$ cat config.mk
export PLATFORM = sky130hd
export DESIGN_NAME = scan_reconfig
export DESIGN_NICKNAME = d
export VERILOG_FILES = /design/src/rtl/scr_pkg.sv /design/src/rtl/scr_shift_reg.sv /design/src/rtl/scr_upd_seq.sv /design/src/rtl/scr_active_bank.sv /design/src/rtl/scan_reconfig.sv
export SDC_FILE = /design/constraint.sdc
export NUM_CORES = 1
export LEC_CHECK = 0
export BUFFER_PORTS_ARGS = -buffer_cell sky130_fd_sc_hd__buf_2
export CORE_ASPECT_RATIO = 0.6
export CORE_MARGIN = 2
export CORE_UTILIZATION = 35
export CTS_CLUSTER_SIZE = 25
export DETAILED_ROUTE_END_ITERATION = 8
export SYNTH_ARGS = -nofsm -noshare
export SYNTH_HDL_FRONTEND = slang
export SYNTH_HIERARCHICAL = 1
export SYNTH_SLANG_ARGS = --single-unit
$ cat constraint.sdc
create_clock -name clk -period 2 [get_ports clk]
set_clock_uncertainty 0.1 [all_clocks]
set_input_delay 0 -clock clk [delete_from_list [all_inputs] [get_ports clk]]
set_output_delay 0 -clock clk [all_outputs]
set_load 0.01 [all_outputs]
$ cat src/rtl/scr_pkg.sv
package scr_pkg;
  localparam int CNT_BITS   = 18;
  localparam int HI_LSB     = 0;
  localparam int LO_LSB     = 8;
  localparam int CNT_W      = 8;
  localparam int BYP_BIT    = 16;
  localparam int ODD_BIT    = 17;
  localparam int RATIO_W    = CNT_W + 1;
  localparam logic [CNT_BITS-1:0] SLOT_DEFAULT = 18'h10000;

  typedef enum logic [1:0] {
    SEQ_IDLE  = 2'd0,
    SEQ_BUSY1 = 2'd1,
    SEQ_BUSY2 = 2'd2
  } seq_state_e;
endpackage

$ cat src/rtl/scr_shift_reg.sv
module scr_shift_reg #(
  parameter int L = 36,
  parameter logic [L-1:0] RST_IMG = '0
) (
  input  logic         clk,
  input  logic         rst_n,
  input  logic         shift_en,
  input  logic         sin,
  output logic         sout,
  output logic [L-1:0] image_o
);
  logic [L-1:0] sr_q;

  always_ff @(posedge clk or negedge rst_n) begin
    if (!rst_n) sr_q <= RST_IMG;
    else if (shift_en) sr_q <= {sin, sr_q[L-1:1]};
  end

  assign sout    = sr_q[0];
  assign image_o = sr_q;
endmodule

$ cat src/rtl/scr_upd_seq.sv
module scr_upd_seq
  import scr_pkg::*;
(
  input  logic clk,
  input  logic rst_n,
  input  logic upd_i,
  output logic start_o,
  output logic idle_o,
  output logic done_o
);
  seq_state_e state_q;
  logic       upd_q;
  logic       done_q;

  assign idle_o  = (state_q == SEQ_IDLE);
  assign start_o = idle_o && upd_i && !upd_q;
  assign done_o  = done_q;

  always_ff @(posedge clk or negedge rst_n) begin
    if (!rst_n) begin
      state_q <= SEQ_IDLE;
      upd_q   <= 1'b0;
      done_q  <= 1'b0;
    end else begin
      upd_q <= upd_i;
      unique case (state_q)
        SEQ_IDLE: if (start_o) begin
          state_q <= SEQ_BUSY1;
          done_q  <= 1'b0;
        end
        SEQ_BUSY1: state_q <= SEQ_BUSY2;
        SEQ_BUSY2: begin
          state_q <= SEQ_IDLE;
          done_q  <= 1'b1;
        end
        default: state_q <= SEQ_IDLE;
      endcase
    end
  end
endmodule

$ cat src/rtl/scr_active_bank.sv
module scr_active_bank
  import scr_pkg::*;
#(
  parameter int NUM_CNT = 10,
  localparam int L = NUM_CNT * CNT_BITS
) (
  input  logic                       clk,
  input  logic                       rst_n,
  input  logic                       load,
  input  logic [L-1:0]               img_i,
  output logic [L-1:0]               act_o,
  output logic [NUM_CNT*RATIO_W-1:0] ratio_o
);
  logic [L-1:0] act_q;

  always_ff @(posedge clk or negedge rst_n) begin
    if (!rst_n) act_q <= {NUM_CNT{SLOT_DEFAULT}};
    else if (load) act_q <= img_i;
  end

  assign act_o = act_q;

  for (genvar k = 0; k < NUM_CNT; k++) begin : g_slot
    logic [CNT_BITS-1:0] slot;
    logic [CNT_W-1:0]    hi_cnt;
    logic [CNT_W-1:0]    lo_cnt;
    assign slot   = act_q[k*CNT_BITS +: CNT_BITS];
    assign hi_cnt = slot[HI_LSB +: CNT_W];
    assign lo_cnt = slot[LO_LSB +: CNT_W];
    assign ratio_o[k*RATIO_W +: RATIO_W] = slot[BYP_BIT] ? RATIO_W'(1)
                                         : ({1'b0, hi_cnt} + {1'b0, lo_cnt});
  end
endmodule

$ cat src/rtl/scan_reconfig.sv
module scan_reconfig
  import scr_pkg::*;
#(
  parameter int NUM_CNT = 10,
  localparam int L = NUM_CNT * CNT_BITS
) (
  input  logic                       clk,
  input  logic                       rst_n,
  input  logic                       sdata_i,
  input  logic                       svld_i,
  output logic                       srdy_o,
  output logic                       sdata_o,
  input  logic                       upd_i,
  output logic                       done_o,
  output logic [L-1:0]               act_cfg_o,
  output logic [NUM_CNT*RATIO_W-1:0] div_ratio_o
);
  logic         upd_start;
  logic         seq_idle;
  logic [L-1:0] shadow_img;

  assign srdy_o = seq_idle && !upd_i;

  scr_upd_seq u_seq (
    .clk    (clk),
    .rst_n  (rst_n),
    .upd_i  (upd_i),
    .start_o(upd_start),
    .idle_o (seq_idle),
    .done_o (done_o)
  );

  scr_shift_reg #(.L(L), .RST_IMG({NUM_CNT{SLOT_DEFAULT}})) u_shadow (
    .clk     (clk),
    .rst_n   (rst_n),
    .shift_en(svld_i && srdy_o),
    .sin     (sdata_i),
    .sout    (sdata_o),
    .image_o (shadow_img)
  );

  scr_active_bank #(.NUM_CNT(NUM_CNT)) u_bank (
    .clk    (clk),
    .rst_n  (rst_n),
    .load   (upd_start),
    .img_i  (shadow_img),
    .act_o  (act_cfg_o),
    .ratio_o(div_ratio_o)
  );
endmodule

# After elaboration in Yosys (flattened, before gate mapping)
# Cells that the tools add are included.
# Widths: inputs -> output; s select.
word_totals:
  reg_bits: 364
  in_bits: 5
  out_inout_bits: 273
  word_cells: 41
op_classes:
  addsub: 10
  eq_ne: 3
  n_mux: 14
  reduce_logical: 9
op_table:
  columns: ["op", "n"]
  rows:
  - ["$add 8x8->9", 10]
  - ["$mux 9", 10]
  - ["$logic_and 1x1->1", 4]
  - ["$pmux 2 s2", 1]
  - ["$eq 2x1->1 const B", 1]
  - ["$eq 2x2->1 const B", 1]
  - ["$logic_not 1->1", 2]
  - ["$logic_not 2->1", 1]
  - ["$mux 2", 1]
  - ["$ne 2x1->1 const B", 1]
  - ["$pmux 1 s2", 1]
  - ["$reduce_and 2->1", 1]
  - ["$reduce_bool 2->1", 1]
  - ["$mux 1", 1]

# Logic depth before layout (Yosys ltp)
# Gate-level depths: netlist of run 1.
logic_depth:
  ltp_word: 5
  mapped_depth: 6
  ltp_nobuf: 6

# Cells and area by module
# The synthesis of run 1 kept the hierarchy.
by_module_without_submodules:
  columns: ["mod", "instances", "cells_each", "area_per_inst_um2", "seq_area_each_um2"]
  rows:
  - ["scr_active_bank", 1, 910, 10321.1, 4516.8]
  - ["scr_shift_reg", 1, 381, 7101.8, 4516.8]
  - ["scr_upd_seq", 1, 12, 151.4, 100.1]
  - ["scan_reconfig", 1, 2, 15.0, 0.0]

# Least setup slack after synthesis of run 1
# No wires, ideal clock.
synth_path:
  kind: "flip-flop to output port"
  from: "register u_bank.act_q[162] (netlist: u_bank/act_o[162])"
  to: "output div_ratio_o[87]"
  arrival_ps: 1865
  required_time_ps: 1900
  slack_ps: 35
  stages_incl_launch_ff: 6
  n_path_buf: 0
  cell_sequence: "dfrtp_1 -> ha_1 -> fa_1 -> a211oi_1 -> o21ai_0 -> a221oi_1"
synth_via:
  elab_chain_len: 2
synth_rtl:
  columns: ["item", "line_no", "source"]
  rows:
  - ["start, declared", "scr_active_bank.sv:14", "logic [L-1:0] act_q;"]
  - ["start signal, assigned", "scr_active_bank.sv:17", "if (!rst_n) act_q <= {NUM_CNT{SLOT_DEFAULT}};"]
  - ["start signal, assigned", "scr_active_bank.sv:18", "else if (load) act_q <= img_i;"]
  - ["$add 8x8->9", "scr_active_bank.sv:31", ": ({1'b0, hi_cnt} + {1'b0, lo_cnt});"]
  - ["$mux 9", "scr_active_bank.sv:30", "assign ratio_o[k*RATIO_W +: RATIO_W] = slot[BYP_BIT] ? RATIO_W'(1)"]
  - ["end, declared", "scan_reconfig.sv:16", "output logic [NUM_CNT*RATIO_W-1:0] div_ratio_o"]
# No other way between the ends.

# Worst setup path after layout of run 1
layout_path:
  from: "register u_bank.act_q[144] (netlist: u_bank/act_o[144])"
  to: "output div_ratio_o[80]"
# The elaborated chain is that of the path after synthesis.

==> results of run 1 <==
[worst reg2reg max path: stages (launching register included)]
cell and delay [ns]:
dfrtp_2 0.45, nor2_2 0.13, and3b_4 0.33, buf_12 0.19, buf_16 0.20, mux2_2 0.39
[cells in the mapped netlist (all sizes together) (18+ instances only)]
library cell and instances:
mux2 351, dfrtp 344, ha 80, nor2 71, nand2 46, buf 41, nor3 33, o21ai 33
a21o 29, a21oi 29, dfstp 20, inv 20, nand3 20, xnor2 19, a21boi 18
[cells in the final DEF (no fill, tap or decap), types with 10 or more instances in the layout]
cell type / n
nor2_1: 66
nand2_1: 45
a21oi_1: 12
ha_2: 10
inv_1: 20
dfrtp_2: 28
a21oi_4: 11
clkbuf_16: 40
ha_4: 47
dfstp_2: 18
a21o_1: 29
or2_2: 10
buf_6: 43
o21ai_0: 21
ha_1: 23
fa_2: 10
mux2_4: 100
dfrtp_1: 316
nor3_1: 22
mux2_2: 251
buf_12: 12
nand2b_1: 10
buf_4: 172
buf_2: 261
clkbuf_1: 15
[what timing repair did]
action | in CTS | in global routing
pin swaps | 127 | 125
buffers inserted | 69 | 37
cloned | 0 | 1
gates resized for setup | 217 | 110
hold buffers | 4 | 0
endpoints found under the hold margin | 360 | 0
endpoints found under the setup margin | 104 | 128
[kinds of logic (layout without fill, tap and decap cells)]
group           after synthesis  count (layout)  synth area share (%)
simple gates                246             246                  7.00
compound gates              154             154                  5.98
xor+xnor                     28              28                  1.39
mux                         351             351                  24.6
flops                       364             364                  51.9
buf+inv                      72             585                  2.27
fa+ha+maj                    90              90                  6.83
[registers in the layout, indices dropped and copies added (netlist names)]
signal / flops
u_shadow/image_o: 180
u_seq/upd_q: 1
u_seq/done_o: 1
u_seq/state_q: 2
u_bank/act_o: 180
[cell type report]
| cell class | instances | area, um2 |
|---|---|---|
| Tap cell | 650 | 813 |
| Multi-Input combinational cell | 869 | 9580 |
| Clock inverter | 9 | 103 |
| Sequential cell | 364 | 9180 |
| Fill cell | 4337 | 25200 |
| Clock buffer | 60 | 1110 |
| Timing Repair Buffer | 496 | 3470 |
| Inverter | 20 | 75.1 |
[worst paths after layout]
check                                                       from                                end  slack [ns]  depth (start not counted)
worst min-delay path                                       rst_n      u_bank/act_o[160]$_DFFE_PN1P_        0.04                          2
worst max-delay path               u_bank/act_o[144]$_DFFE_PN0P_                    div_ratio_o[80]       -0.50                          8
min in group clk                                          svld_i  u_shadow/image_o[112]$_DFFE_PN0P_        0.12                          4
worst max register to register      u_seq/state_q[1]$_DFFE_PN0P_   u_shadow/image_o[77]$_DFFE_PN0P_        0.08                          5
worst min register to register  u_shadow/image_o[52]$_DFFE_PN1P_       u_bank/act_o[52]$_DFFE_PN1P_        0.40                          2
max in group asynchronous                                  rst_n   u_shadow/image_o[88]$_DFFE_PN1P_        1.29                          3
[routing by layer]
metal / global-route usage, % / vias up / part of all wire [%]
met5: 0 / - / 0
met4: 3.70 / 0 / 1.8
met3: 2.88 / 58 / 4.5
met2: 27.1 / 273 / 48
met1: 24.3 / 6342 / 46
li1: - / 5742 / -
[power by group through the flow]
stage          Clock (mW)  Sequential, mW  Combinational [mW]
2_1_floorplan           0            7.95               0.973
3_3_place_gp            0            7.99                1.59
3_5_place_dp            0            8.00                1.61
4_1_cts              7.23            7.88                1.74
5_1_grt              7.58            7.93                1.94
6_report             6.98            7.89                1.78
==> impl_metrics.sql, run 1 <==
INSERT INTO impl_metrics (metric_group, metric, value, unit) VALUES
('power', 'relative_contribution_of_sequential_cells_to_total_power', '47.4', '%'),
('route', 'wl_per_cell', '18.8', 'um'),
('sta', 'timing.final.crit_share', '125', '%'),
('route', 'viasPerCell', '5.03', ''),
('critical_path', 'critPathKind', 'flop to output port', ''),
('critical_path', 'path_delay_family', 'compound AO/OA/AOI/OAI gates', ''),
('floorplan', 'core_area', '49500', 'um2'),
('sta', 'setup_viol', '70', ''),
('global_route', 'globalRoute.totalOverflow', '0', ''),
('critical_path', 'slowest_stage', 'dfrtp_1', ''),
('cts', 'cts_max_path_buffers', '3', ''),
('power', 'cell_internal_pwr', '12.6', 'mW'),
('route', 'ant_nets', '0', ''),
('route', 'routed-via-count', '12400', ''),
('synthesis', 'ys_dominant_reg_cell', 'dfrtp_1', ''),
('sta', 'hold_viol_final', '0', ''),
('cts', 'clk_latency', '0.52', 'ns'),
('sta', 'max_slew.worst_pin.slew', '0.402', 'ns'),
('finish', 'final_stage_net_count', '1884', ''),
('finish', 'synthToLayoutAreaGrowth', '38.4', '%'),
('critical_path', 'cp_data_required_time', '1.90', 'ns'),
('synthesis', 'synthesis_warning_total', '6', ''),
('power', 'share_of_total_power_in_the_clock_network', '41.9', '%'),
('hold_path', 'min-delay-path-class', 'primary input to async pin', ''),
('power', 'post-layout-total-power', '16.6', 'mW'),
('cts', 'clock_tree.htree_level_count', '2', ''),
('synthesis', 'synth.yosys.seq_area_share', '51.9', '%'),
('place', 'dp.final_hpwl', '30300', 'um'),
('route', 'drc', '0', ''),
('floorplan', 'initial_utilization', '35.5', '%'),
('outcome', 'outcome', 'finished with violations', ''),
('power', 'switching_share', '24.3', '%'),
('critical_path', 'cpPeakStageDelay', '0.39', 'ns'),
('critical_path', 'timing.critical_path.cells', 'ha_2 -> fa_2 -> a21o_1 -> a221oi_2 -> buf_4 -> o21ai_2 -> o211a_1 -> buf_2', ''),
('synthesis', 'synth.ff_latch_count', '364', ''),
('place', 'dpl-instance-area', '20500', 'um2'),
('cts', 'worst_setup_hold_path_clk_slew', '0.06', 'ns'),
('critical_path', 'critical_path_peak_fanout', '2', ''),
('sta', 'slew_violations', '0', ''),
('power', 'power.density_cell_area', '684', 'nW/um2'),
('synthesis', 'synth_enable_flop_cells', '0', ''),
('power', 'p_comb_share', '10.7', '%'),
('sta', 'finalWorstPathRequiredPeriod', '2.50', 'ns'),
('outcome', 'violated_checks', 'setup timing', ''),
('finish', 'final_area', '24300', 'um2'),
('cts', 'cts_root_buf', 'clkbuf_16', ''),
('sta', 'timing.slew.headroom', '73.2', '%'),
('critical_path', 'endpoint_kind_of_the_worst_setup_timing_path', 'output port', ''),
('synthesis', 'syn-mean-instance-area', '13.5', 'um2'),
('place', 'detailedPlace.worstSlack', '-0.122', 'ns'),
('sta', 'grt_setup_unrepaired', 'yes', ''),
('job', 'maxCapViolations', '0', ''),
('synthesis', 'mappedNetlistArea', '17600', 'um2'),
('synthesis', 'post_synth_num_cell_types', '40', ''),
('sta', 'timing.setup.tns', '-19.38', 'ns'),
('cts', 'tritoncts', 'done', ''),
('route', 'number_of_drc_markers_in_iteration_0', '537', ''),
('cts', 'clock-sinks', '364', ''),
('critical_path', 'crit_path_start_kind', 'flop', ''),
('sta', 'fin_ws', '-0.496', 'ns'),
('critical_path', 'worst-endpoint-arrival', '2.40', 'ns'),
('global_route', 'number_of_global_route_vias_before_repair', '12400', ''),
('finish', 'proportion_of_layout_cells_with_a_drive_suffix_above_1', '62.8', '%'),
('global_route', 'antenna_found_initial', '0', ''),
('synthesis', 'post_synth_main_area_contributors', 'dfrtp_1, mux2_2, mux2_4, ha_1, dfstp_2', ''),
('synthesis', 'synth_top_cell_area_share', '48.9', '%'),
('synthesis', 'syn_nets', '1400', ''),
('sta', 'fmax', '0.401', 'GHz'),
('floorplan', 'floorplan.rows', '63', ''),
('global_route', 'grt_pass1_wl', '70800', 'um'),
('finish', 'post_layout_nonfiller_instances', '2468', '');
(Power assumes the default switching activity.)
==> inputs of run 2 (changes only) <==
Settings changed: SYNTH_HIERARCHICAL 1 to unset.
==> run 2 against run 1 <==
Net effect:
- the run still ends with setup timing left
- first-iteration DRC count increased by 20%
- global-route usage decreased by 0.051 points
- via count decreased by 1.4%
- cell count decreased by 0.49%
- largest cell class is now flip-flops and latches
==> impl_metrics.sql, run 2 <==
INSERT INTO impl_metrics (metric_group, metric, value, unit) VALUES
('outcome', 'outcome', 'finished with violations', ''),
('outcome', 'violated_checks', 'setup timing', ''),
('power', 'switching_power', '4.24', 'mW'),
('place', 'detailedPlace.worstSlack', '-0.189', 'ns'),
('critical_path', 'worst_reg_to_reg_cells', '4', ''),
('finish', 'synthToLayoutAreaGrowth', '34.8', '%'),
('cts', 'cts_root_buf', 'clkbuf_16', ''),
('cts', 'clock_tree.htree_level_count', '2', ''),
('hold_path', 'min-delay-path-class', 'primary input to flop', ''),
('route', 'drc', '0', ''),
('critical_path', 'endpoint_kind_of_the_worst_setup_timing_path', 'output port', ''),
('power', 'cellLeakagePower', '12.8', 'nW'),
('finish', 'layout.area.seq', '9150', 'um2'),
('sta', 'fmax', '0.397', 'GHz'),
('floorplan', 'die_w', '294', 'um'),
('power', 'relative_contribution_of_sequential_cells_to_total_power', '45.6', '%'),
('global_route', 'globalRouteTotalUtil', '17.0', '%'),
('power', 'share_of_total_power_in_the_clock_network', '42.7', '%'),
('route', 'viasPerCell', '4.98', ''),
('finish', 'fillCellCount', '4362', ''),
('finish', 'fin_util', '48.1', '%'),
('synthesis', 'synth_top_cell_area_share', '48.6', '%'),
('route', 'wl_per_cell', '18.7', 'um'),
('cts', 'worst_setup_hold_path_clk_slew', '0.06', 'ns'),
('sta', 'finalWorstPathRequiredPeriod', '2.52', 'ns'),
('job', 'maxCapViolations', '0', ''),
('finish', 'mostFrequentLayoutCells', 'dfrtp_1, buf_2, mux2_2', ''),
('critical_path', 'worstPathBufferInverterCount', '1', ''),
('route', 'number_of_drc_markers_in_iteration_0', '642', ''),
('floorplan', 'die_h', '178', 'um'),
('synthesis', 'ys_top_cells_by_count', 'dfrtp_1, mux2_2, mux2_4, ha_1, nor2_1', ''),
('finish', 'proportion_of_layout_cells_with_a_drive_suffix_above_1', '59.2', '%'),
('synthesis', 'syn-mean-instance-area', '13.9', 'um2'),
('finish', 'layout_commonest_cell', 'dfrtp_1', ''),
('global_route', 'globalRoute.totalOverflow', '0', ''),
('synthesis', 'synthesis.instances', '1273', ''),
('synthesis', 'synth.yosys.seq_area_share', '51.6', '%'),
('floorplan', 'core_area', '49700', 'um2'),
('critical_path', 'timing.critical_path.cells', 'ha_2 -> fa_2 -> a21oi_2 -> o21ai_2 -> o31a_1 -> o31a_1 -> buf_2', ''),
('place', 'dpl-instance-area', '20800', 'um2'),
('sta', 'slew_violations', '0', ''),
('sta', 'setup_viol', '69', ''),
('sta', 'grt_setup_unrepaired', 'yes', ''),
('synthesis', 'asyncSetResetFlopFracSynth', '100', '%'),
('place', 'dp.final_hpwl', '32800', 'um'),
('synthesis', 'synth.most_common_cell', 'dfrtp_1', ''),
('power', 'peak_supply_drop', '0.000560', 'V'),
('sta', 'timing.setup.tns', '-20.46', 'ns'),
('place', 'portBuffers', '277', ''),
('synthesis', 'syn_nets', '1368', ''),
('floorplan', 'ios', '278', ''),
('floorplan', 'initial_utilization', '35.7', '%'),
('critical_path', 'crit_path_start_kind', 'flop', ''),
('synthesis', 'post_synth_main_area_contributors', 'dfrtp_1, mux2_2, mux2_4, ha_1, dfstp_2', ''),
('hold_path', 'hold_worst_path_end', 'u_seq.upd_q$_DFF_PN0_', ''),
('global_route', 'grt_start_max_net_pins', '76', ''),
('place', 'gp_congestion', '0.910', ''),
('sta', 'hold_viol_final', '0', ''),
('global_route', 'grt_pass1_wl', '70800', 'um'),
('hold_path', 'hold_path_startpoint', 'upd_i', ''),
('synthesis', 'post_synth_num_cell_types', '47', ''),
('critical_path', 'path_delay_family', 'compound AO/OA/AOI/OAI gates', ''),
('critical_path', 'worst_path_most_repeated_cell', 'o31a_1', ''),
('global_route', 'antenna_found_initial', '0', ''),
('synthesis', 'ys_dominant_reg_cell', 'dfrtp_1', ''),
('cts', 'numCtsBuffers', '38', ''),
('route', 'ant_nets', '0', ''),
('cts', 'tritoncts', 'done', ''),
('cts', 'clk_latency', '0.52', 'ns'),
('route', 'drt_first_pass_iters', '5', ''),
('power', 'post-layout-total-power', '17.3', 'mW'),
('route', 'route.final.wire_length', '45800', 'um'),
('sta', 'fin_ws', '-0.522', 'ns'),
('critical_path', 'worst-endpoint-arrival', '2.42', 'ns'),
('place', 'placedCellCount', '2305', ''),
('critical_path', 'worst-r2r-setup-slack', '0.07', 'ns'),
('finish', 'final_area', '23900', 'um2'),
('critical_path', 'cpPeakStageDelay', '0.39', 'ns'),
('cts', 'clock-sinks', '364', ''),
('critical_path', 'timing.critical_path.depth', '7', ''),
('synthesis', 'synth_enable_flop_cells', '0', ''),
('floorplan', 'floorplan.rows', '63', ''),
('cts', 'cts_max_path_buffers', '3', ''),
('hold_path', 'hold-path-cell-count', '2', ''),
('power', 'cell_internal_pwr', '13.1', 'mW'),
('power', 'p_comb_share', '11.7', '%'),
('floorplan', 'dieArea', '52500', 'um2'),
('route', 'routed-via-count', '12200', ''),
('synthesis', 'synthesis_warning_total', '0', ''),
('critical_path', 'slowest_stage', 'dfrtp_1', ''),
('sta', 'max_slew.worst_pin.slew', '0.408', 'ns'),
('synthesis', 'synth.ff_latch_count', '364', ''),
('sta', 'timing.hold.ws', '0.0855', 'ns'),
('critical_path', 'r2r-start', 'u_seq.state_q[1]$_DFFE_PN0P_', ''),
('synthesis', 'mappedNetlistArea', '17700', 'um2'),
('critical_path', 'critPathKind', 'flop to output port', ''),
('finish', 'multi_input_area', '8900', 'um2'),
('critical_path', 'r2r_end', 'u_bank.act_o[170]$_DFFE_PN0P_', ''),
('finish', 'diodes', '0', ''),
('sta', 'timing.final.crit_share', '126', '%'),
('critical_path', 'critical_path_peak_fanout', '3', ''),
('sta', 'timing.slew.headroom', '72.8', '%'),
('finish', 'post_layout_nonfiller_instances', '2456', ''),
('power', 'switching_share', '24.5', '%'),
('power', 'power.density_cell_area', '724', 'nW/um2'),
('global_route', 'number_of_global_route_vias_before_repair', '12500', ''),
('finish', 'final_stage_net_count', '1872', ''),
('synthesis', 'synth_top_cell_by_area', 'dfrtp_1', ''),
('critical_path', 'cp_data_required_time', '1.90', 'ns');
[run 2: final cells by class]
class / instances / area share [%]
Clock buffer: 52 / 4.46
Clock inverter: 17 / 1.00
Inverter: 29 / 0.456
Multi-Input combinational cell: 829 / 37.3
Sequential cell: 364 / 38.3
Tap cell: 650 / 3.41
Timing Repair Buffer: 515 / 15.1
[run 2: worst reg2reg max path, delay by kind of cell, from the launching register on]
family / cells / cell delay, ns
flops: 1 / 0.44
buf+inv: 2 / 0.52
mux: 1 / 0.36
simple gates: 1 / 0.39
[run 2: how the worst max path moves through the flow]
stage / startpoint / end / slack, ns
after floorplan: u_bank.act_o[144]$_DFFE_PN0P_ / div_ratio_o[78] / 0.0006
after global placement: u_bank.act_o[36]$_DFFE_PN0P_ / div_ratio_o[26] / -0.11
after detailed placement: u_bank.act_o[36]$_DFFE_PN0P_ / div_ratio_o[26] / -0.19
after CTS: u_bank.act_o[62]$_DFFE_PN0P_ / div_ratio_o[34] / -0.52
after global routing: u_bank.act_o[18]$_DFFE_PN0P_ / div_ratio_o[15] / -0.61
final: u_bank.act_o[152]$_DFFE_PN0P_ / div_ratio_o[80] / -0.52
[run 2: repair_timing]
action,in CTS,in global routing
setup endpoints to repair,182,187
pin swaps,129,57
hold buffers,6,0
setup buffers,50,26
cloned,0,1
endpoints found under the hold margin,356,0
resized for setup,159,50
[run 2: cells by family after synthesis]
group	count (synthesis)	share of synthesized area (%)
fa+ha+maj	90	6.78
flops	364	51.6
xor+xnor	36	1.78
buf+inv	80	3.40
simple gates	188	5.34
compound gates	161	6.72
mux	354	24.4
[run 2: layer usage]
layer,track usage [%],vias up,routed length [um]
met2,25.7,220,20600
met1,25.1,6266,22600
li1,-,5672,-
met3,2.77,77,1590
met5,0,-,0
met4,4.51,0,1040
[run 2: power groups by stage]
stage	combinational, mW	clock (mW)	sequential (mW)
3_5_place_dp	1.85	0	7.99
4_1_cts	1.97	7.65	7.87
3_3_place_gp	1.82	0	7.99
6_report	2.03	7.39	7.88
2_1_floorplan	1.07	0	7.95
5_1_grt	2.21	7.94	7.91
